`src/rtl/amemPkg.sv`:
```
package amemPkg;
  typedef enum logic [2:0] {
    PH_IDLE, PH_SETUP, PH_STROBE, PH_HOLD, PH_TURN
  } phaseT;

  // strobes from sequencer to datapath
  typedef struct packed {
    logic load;     // request accepted this clock
    logic active;   // chip select window
    logic strobe;   // strobe phase
    logic capture;  // last strobe clock
  } ctrlT;
endpackage

```
`src/rtl/amemCtrl.sv`:
```
module amemCtrl
  import amemPkg::*;
#(
  parameter int CNT_W = 6
) (
  input  logic        clk,
  input  logic        rstN,
  input  logic [31:0] cfgWord,
  input  logic        reqValid,
  input  logic        reqWrite,
  output logic        reqReady,
  output ctrlT        ctrl
);
  phaseT phase;
  logic [CNT_W-1:0] cnt, strobeLen, holdLen, turnLen;

  logic cfgOk;
  logic [CNT_W-1:0] wSetup, wStrobe, wHold, rSetup, rStrobe, rHold, taLen;

  assign cfgOk   = !cfgWord[31] && !cfgWord[30] && (cfgWord[1:0] == 2'b00);
  assign wSetup  = CNT_W'(cfgWord[29:26]);
  assign wStrobe = CNT_W'(cfgWord[25:20]);
  assign wHold   = CNT_W'(cfgWord[19:17]);
  assign rSetup  = CNT_W'(cfgWord[16:13]);
  assign rStrobe = CNT_W'(cfgWord[12:7]);
  assign rHold   = CNT_W'(cfgWord[6:4]);
  assign taLen   = CNT_W'(cfgWord[3:2]);

  assign reqReady = (phase == PH_IDLE) && cfgOk;

  always_comb begin
    ctrl.load    = reqValid && reqReady;
    ctrl.active  = (phase == PH_SETUP) || (phase == PH_STROBE) || (phase == PH_HOLD);
    ctrl.strobe  = (phase == PH_STROBE);
    ctrl.capture = (phase == PH_STROBE) && (cnt == '0);
  end

  always_ff @(posedge clk or negedge rstN) begin
    if (!rstN) begin
      phase     <= PH_IDLE;
      cnt       <= '0;
      strobeLen <= '0;
      holdLen   <= '0;
      turnLen   <= '0;
    end else begin
      case (phase)
        PH_IDLE: if (ctrl.load) begin
          phase     <= PH_SETUP;
          cnt       <= reqWrite ? wSetup  : rSetup;
          strobeLen <= reqWrite ? wStrobe : rStrobe;
          holdLen   <= reqWrite ? wHold   : rHold;
          turnLen   <= taLen;
        end
        PH_SETUP: if (cnt == '0) begin
          phase <= PH_STROBE;
          cnt   <= strobeLen;
        end else cnt <= cnt - 1'b1;
        PH_STROBE: if (cnt == '0) begin
          phase <= PH_HOLD;
          cnt   <= holdLen;
        end else cnt <= cnt - 1'b1;
        PH_HOLD: if (cnt == '0) begin
          phase <= PH_TURN;
          cnt   <= turnLen;
        end else cnt <= cnt - 1'b1;
        PH_TURN: if (cnt == '0) phase <= PH_IDLE;
                 else cnt <= cnt - 1'b1;
        default: phase <= PH_IDLE;
      endcase
    end
  end
endmodule

```
`src/rtl/amemDatapath.sv`:
```
module amemDatapath
  import amemPkg::*;
#(
  parameter int DATA_W = 8
) (
  input  logic              clk,
  input  logic              rstN,
  input  ctrlT              ctrl,
  input  logic              reqWrite,
  input  logic              reqCmd,
  input  logic              reqAddr,
  input  logic [DATA_W-1:0] reqWdata,
  input  logic [DATA_W-1:0] memDataIn,
  input  logic              memRdy,
  output logic              memCsN,
  output logic              memReN,
  output logic              memWeN,
  output logic              memCle,
  output logic              memAle,
  output logic [DATA_W-1:0] memDataOut,
  output logic              memDataOe,
  output logic              rspValid,
  output logic [DATA_W-1:0] rspData,
  output logic              devReady
);
  logic wrQ, cmdQ, addrQ;
  logic [DATA_W-1:0] dataQ;

  always_ff @(posedge clk or negedge rstN) begin
    if (!rstN) begin
      wrQ      <= 1'b0;
      cmdQ     <= 1'b0;
      addrQ    <= 1'b0;
      dataQ    <= '0;
      rspValid <= 1'b0;
      rspData  <= '0;
      devReady <= 1'b0;
    end else begin
      if (ctrl.load) begin
        wrQ   <= reqWrite;
        cmdQ  <= reqCmd;
        addrQ <= reqAddr;
        dataQ <= reqWdata;
      end
      rspValid <= ctrl.capture && !wrQ;
      if (ctrl.capture && !wrQ) rspData <= memDataIn;
      devReady <= memRdy;
    end
  end

  assign memCsN     = !ctrl.active;
  assign memReN     = !(ctrl.strobe && !wrQ);
  assign memWeN     = !(ctrl.strobe && wrQ);
  assign memCle     = ctrl.active && wrQ && cmdQ;
  assign memAle     = ctrl.active && wrQ && addrQ;
  assign memDataOe  = ctrl.active && wrQ;
  assign memDataOut = dataQ;
endmodule

```
`src/rtl/amemTimingGen.sv`:
```
module amemTimingGen
  import amemPkg::*;
#(
  parameter int DATA_W = 8,
  parameter int CNT_W  = 6
) (
  input  logic              clk,
  input  logic              rstN,
  input  logic [31:0]       cfgWord,
  input  logic              reqValid,
  input  logic              reqWrite,
  input  logic              reqCmd,
  input  logic              reqAddr,
  input  logic [DATA_W-1:0] reqWdata,
  output logic              reqReady,
  output logic              rspValid,
  output logic [DATA_W-1:0] rspData,
  output logic              memCsN,
  output logic              memReN,
  output logic              memWeN,
  output logic              memCle,
  output logic              memAle,
  output logic [DATA_W-1:0] memDataOut,
  output logic              memDataOe,
  input  logic [DATA_W-1:0] memDataIn,
  input  logic              memRdy,
  output logic              devReady
);
  ctrlT ctrl;

  amemCtrl #(.CNT_W(CNT_W)) u_ctrl (
    .clk(clk), .rstN(rstN), .cfgWord(cfgWord), .reqValid(reqValid),
    .reqWrite(reqWrite), .reqReady(reqReady), .ctrl(ctrl)
  );

  amemDatapath #(.DATA_W(DATA_W)) u_dp (
    .clk(clk), .rstN(rstN), .ctrl(ctrl), .reqWrite(reqWrite), .reqCmd(reqCmd),
    .reqAddr(reqAddr), .reqWdata(reqWdata), .memDataIn(memDataIn), .memRdy(memRdy),
    .memCsN(memCsN), .memReN(memReN), .memWeN(memWeN), .memCle(memCle),
    .memAle(memAle), .memDataOut(memDataOut), .memDataOe(memDataOe),
    .rspValid(rspValid), .rspData(rspData), .devReady(devReady)
  );
endmodule

```
`config.mk`:
```
export PLATFORM = sky130hd
export DESIGN_NAME = amemTimingGen
export DESIGN_NICKNAME = d
export VERILOG_FILES = /design/src/rtl/amemPkg.sv /design/src/rtl/amemCtrl.sv /design/src/rtl/amemDatapath.sv /design/src/rtl/amemTimingGen.sv
export SDC_FILE = /design/constraint.sdc
export NUM_CORES = 1
export LEC_CHECK = 0
export ABC_CLOCK_PERIOD_IN_PS = 2200
export BUFFER_PORTS_ARGS = -buffer_cell sky130_fd_sc_hd__buf_2
export CAP_MARGIN = 20
export CORE_UTILIZATION = 45
export DETAILED_ROUTE_END_ITERATION = 10
export PLACE_DENSITY = 0.72
export SLEW_MARGIN = 20
export SYNTH_ARGS = -nofsm -noshare
export SYNTH_HDL_FRONTEND = slang
export SYNTH_SLANG_ARGS = --single-unit
```
`constraint.sdc`:
```
create_clock -name clk -period 2.2 [get_ports clk]
set_input_delay 0.11 -clock clk [delete_from_list [all_inputs] [get_ports clk]]
set_output_delay 0.11 -clock clk [all_outputs]
set_load 0.1 [all_outputs]
```
==> out/results.ini <==
[sta]
fmax_ghz=0.495
final.period_utilization=0.918
final.setup.tns_ns=0
finalHoldViolCount=0
grt_setup_unrepaired=false
setup_viol_count_final=0
fin_skew_ns=0.00991
max_slew.worst_pin.slew_ns=0.904
final_max_slew_viol_count=0
fin_crit_ns=2.02
hold_slack_ns=0.0507
relSlewSlack=0.398

[yosys]
ys.warnings.count=0
avgSynthCellArea_um2=10.9
synth_xor_area_frac=0.0117
synthMuxAreaShare=0.207
synth_nets=263
yosys.area_share.adder=0.0112
yosys.area_share.simple=0.157
synth_cell_types=42
synth_top_family_by_area=multiplexers
syn_area_um2=2240
syn_inst=206
postSynthRegisterBits=41
ys_seq_area_frac=0.458
synth_compound_gate_area_share=0.117

[drt]
drc=0
num_vias=1801
drt-initial-drc-count=114
first_pass_iters=4
ant_nets=0
wire_per_inst_um=13.2
routed_wl_mm=4.73
routed_via_density=5.03

[die]
ios=80
die_area_um2=5260
start_util=0.471
core_um2=4750
rows=25
die_w_um=72.5
fp.dieH_um=72.5

[global_route]
grtUsageTotal=0.185
antenna_found_initial=0
grt_pass1_vias=1614
grt_pass1_wl_mm=7.47
overflow=0
grt_max_degree=42

[pwr]
p_comb_frac=0.505
power.density_nw_per_um2=1290
ir_worst_vdd_uv=615
p_leak_nw=1.50
swShare=0.462
clockPowerShare=0.167
total_power_w=0.00370
p_int_w=0.00199
p_seq_frac=0.328
p_switching_w=0.00171

[final_layout]
post-route-util=0.605
drive_gt1_frac=0.426
area_growth_pct=28.5
diodes=0
fin_nets=347
fin_area_um2=2880

[hold_path]
hold_path.class=in2reg

[cts]
clock_sinks=41
cts_tree=built
postCtsSetupBuffers=0
htreeDepth=2
cts_root_buf=clkbuf_8
clk_pin_slew_worst_paths_ns=0.08
cts_buffers=5
cts_buffer_depth=2
insertion_delay_ns=0.29

[setup_path]
crit_type=reg2reg
required_ns=2.37
worstPathArrival_ns=2.19
crit_fanout=9
startpoint_type=flop
endpoint_kind=flop

[flow_run]
maxCapViolCount=0

[placed_design]
dp_hpwl_mm=3.52
port_buffers=79
place_congestion=0.873
placed_area_um2=2740

[outcome]
status=finished clean

[sequential cells by signal, summed over array words and instances (netlist names)]
name / flops
u_dp.addrQ: 1
u_ctrl.phase: 3
u_dp.rspData: 8
u_ctrl.turnLen: 2
u_dp.cmdQ: 1
u_ctrl.strobeLen: 6
u_ctrl.holdLen: 3
u_dp.memDataOut: 8
u_dp.rspValid: 1
u_ctrl.cnt: 6
u_dp.wrQ: 1
u_dp.devReady: 1
[routing by layer]
| metal | track usage | vias to the layer above | routed length, µm |
|---|---|---|---|
| met3 | 0.0347 | 5 | 201 |
| met1 | 0.253 | 837 | 2170 |
| met5 | 0 | - | 0 |
| met2 | 0.301 | 63 | 2330 |
| li1 | - | 896 | - |
| met4 | 0.0523 | 0 | 34 |
[timing repair]
item | CTS | global route
resized for setup | 0 | 2
setup endpoints to repair | 0 | 1
hold buffers | 2 | 0
endpoints found under the hold margin | 42 | 0
[layout make-up]
| type | instances | area (µm²) |
|---|---|---|
| Clock buffer | 7 | 86.3 |
| Clock inverter | 1 | 30.0 |
| Fill cell | 424 | 1880 |
| Inverter | 5 | 18.8 |
| Multi-Input combinational cell | 149 | 1130 |
| Sequential cell | 41 | 1030 |
| Tap cell | 67 | 83.8 |
| Timing Repair Buffer | 88 | 500 |
[power groups by stage]
stage                     combinational (W)  sequential (W)  clock [W]
after floorplan                    0.000945         0.00173          0
after global placement              0.00185         0.00121          0
after detailed placement            0.00187         0.00122          0
after CTS                           0.00187         0.00121   0.000631
after global routing                0.00199         0.00125   0.000667
final                               0.00187         0.00121   0.000618
[kinds of logic (layout without fill, tap and decap cells)]
group | Yosys count | in the layout
AND/OR/NAND/NOR | 67 | 67
AO/OA/AOI/OAI | 41 | 41
flip-flops | 41 | 41
multiplexers | 36 | 36
buffers and inverters | 16 | 101
XOR/XNOR | 3 | 3
adder cells (fa/ha/maj) | 2 | 2
[cell usage after synthesis]
| master | count | share of area |
|---|---|---|
| dfrtp_1 | 41 | 0.46 |
| nand2_1 | 23 | 0.039 |
| mux2_4 | 20 | 0.13 |
| mux2i_1 | 14 | 0.063 |
| o21ai_0 | 13 | 0.029 |
| a21oi_1 | 11 | 0.025 |
| nor2_1 | 11 | 0.018 |
| clkbuf_1 | 5 | 0.0084 |
| inv_1 | 5 | 0.0084 |
| nor3_1 | 4 | 0.0089 |
| and2_1 | 3 | 0.0084 |
| and3_1 | 3 | 0.0084 |
| buf_2 | 3 | 0.0067 |
| buf_6 | 3 | 0.015 |
| nand3_1 | 3 | 0.0067 |
| nor2b_1 | 3 | 0.0084 |
| nor3b_1 | 3 | 0.010 |
| nor4_1 | 3 | 0.0084 |
| a22oi_1 | 2 | 0.0067 |
| a2bb2oi_1 | 2 | 0.0078 |
| a31oi_1 | 2 | 0.0056 |
| ha_1 | 2 | 0.011 |
| mux2_2 | 2 | 0.010 |
| nand2b_1 | 2 | 0.0056 |
| o22ai_1 | 2 | 0.0056 |
| o41ai_1 | 2 | 0.0078 |
| or2_2 | 2 | 0.0056 |
| or3_1 | 2 | 0.0056 |
| xnor2_1 | 2 | 0.0078 |
| a211oi_1 | 1 | 0.0034 |
| a221oi_1 | 1 | 0.0039 |
| a2bb2oi_2 | 1 | 0.0067 |
| a311o_1 | 1 | 0.0045 |
| and2_2 | 1 | 0.0034 |
| nand2_2 | 1 | 0.0028 |
| nand2b_4 | 1 | 0.0061 |
| nor3b_4 | 1 | 0.0084 |
| o211ai_1 | 1 | 0.0034 |
| o221ai_1 | 1 | 0.0039 |
| o2bb2ai_1 | 1 | 0.0039 |
| or2_1 | 1 | 0.0028 |
| xor2_1 | 1 | 0.0039 |
[placed cells by master (no fill, tap or decap), types with 2 or more instances in the layout]
cell           Yosys  layout
or3_1              2       2
clkbuf_8           0       6
dfrtp_1           41      40
buf_12             0       2
nor3_1             4       4
mux2i_1           14      14
a22oi_1            2       2
a21oi_1           11      11
nand2_1           23      23
o41ai_1            2       2
inv_1              5       5
o22ai_1            2       2
nor2_1            11      11
and3_1             3       3
o21ai_0           13      13
mux2_2             2       2
mux2_4            20      20
ha_1               2       2
buf_4              0       7
nand3_1            3       3
nor4_1             3       3
a31oi_1            2       2
a2bb2oi_1          2       2
dlygate4sd3_1      0       2
and2_1             3       3
or2_2              2       2
xnor2_1            2       2
nor2b_1            3       2
nand2b_1           2       2
nor3b_1            3       3
buf_2              3      76
[metrics by stage]
| stage | cells | worst slack, ns |
|---|---|---|
| detailed placement | 348 | 0.204 |
| finish | 358 | 0.181 |
| global placement | 348 | 0.298 |
| floorplan | 206 | 0.0278 |
| global route | 358 | 0.0547 |
| CTS | 358 | 0.0263 |
[worst max-delay path, cell delays in order, from the launching register on]
cell and delay (ns):
dfrtp_1 0.43, inv_1 0.12, ha_1 0.16, nor3b_4 0.20, nand2_2 0.15, or2_1 0.46
mux2_4 0.37
[worst paths after layout]
kind | from | end | slack [ns] | cells past startpoint
max | u_ctrl.cnt[0] | u_dp.rspData[3] | 0.18 | 6
min | reqWdata[5] | u_dp.memDataOut[5] | 0.05 | 2
max reg2reg | u_ctrl.cnt[0] | u_dp.rspData[3] | 0.18 | 6
min reg2reg | u_ctrl.holdLen[1] | u_ctrl.holdLen[1] | 0.48 | 2
max in group asynchronous | rstN | u_ctrl.phase[0] | 1.09 | 2
min in group asynchronous | rstN | u_dp.rspData[5] | 0.49 | 2
Power figures use the tool's default switching activity.
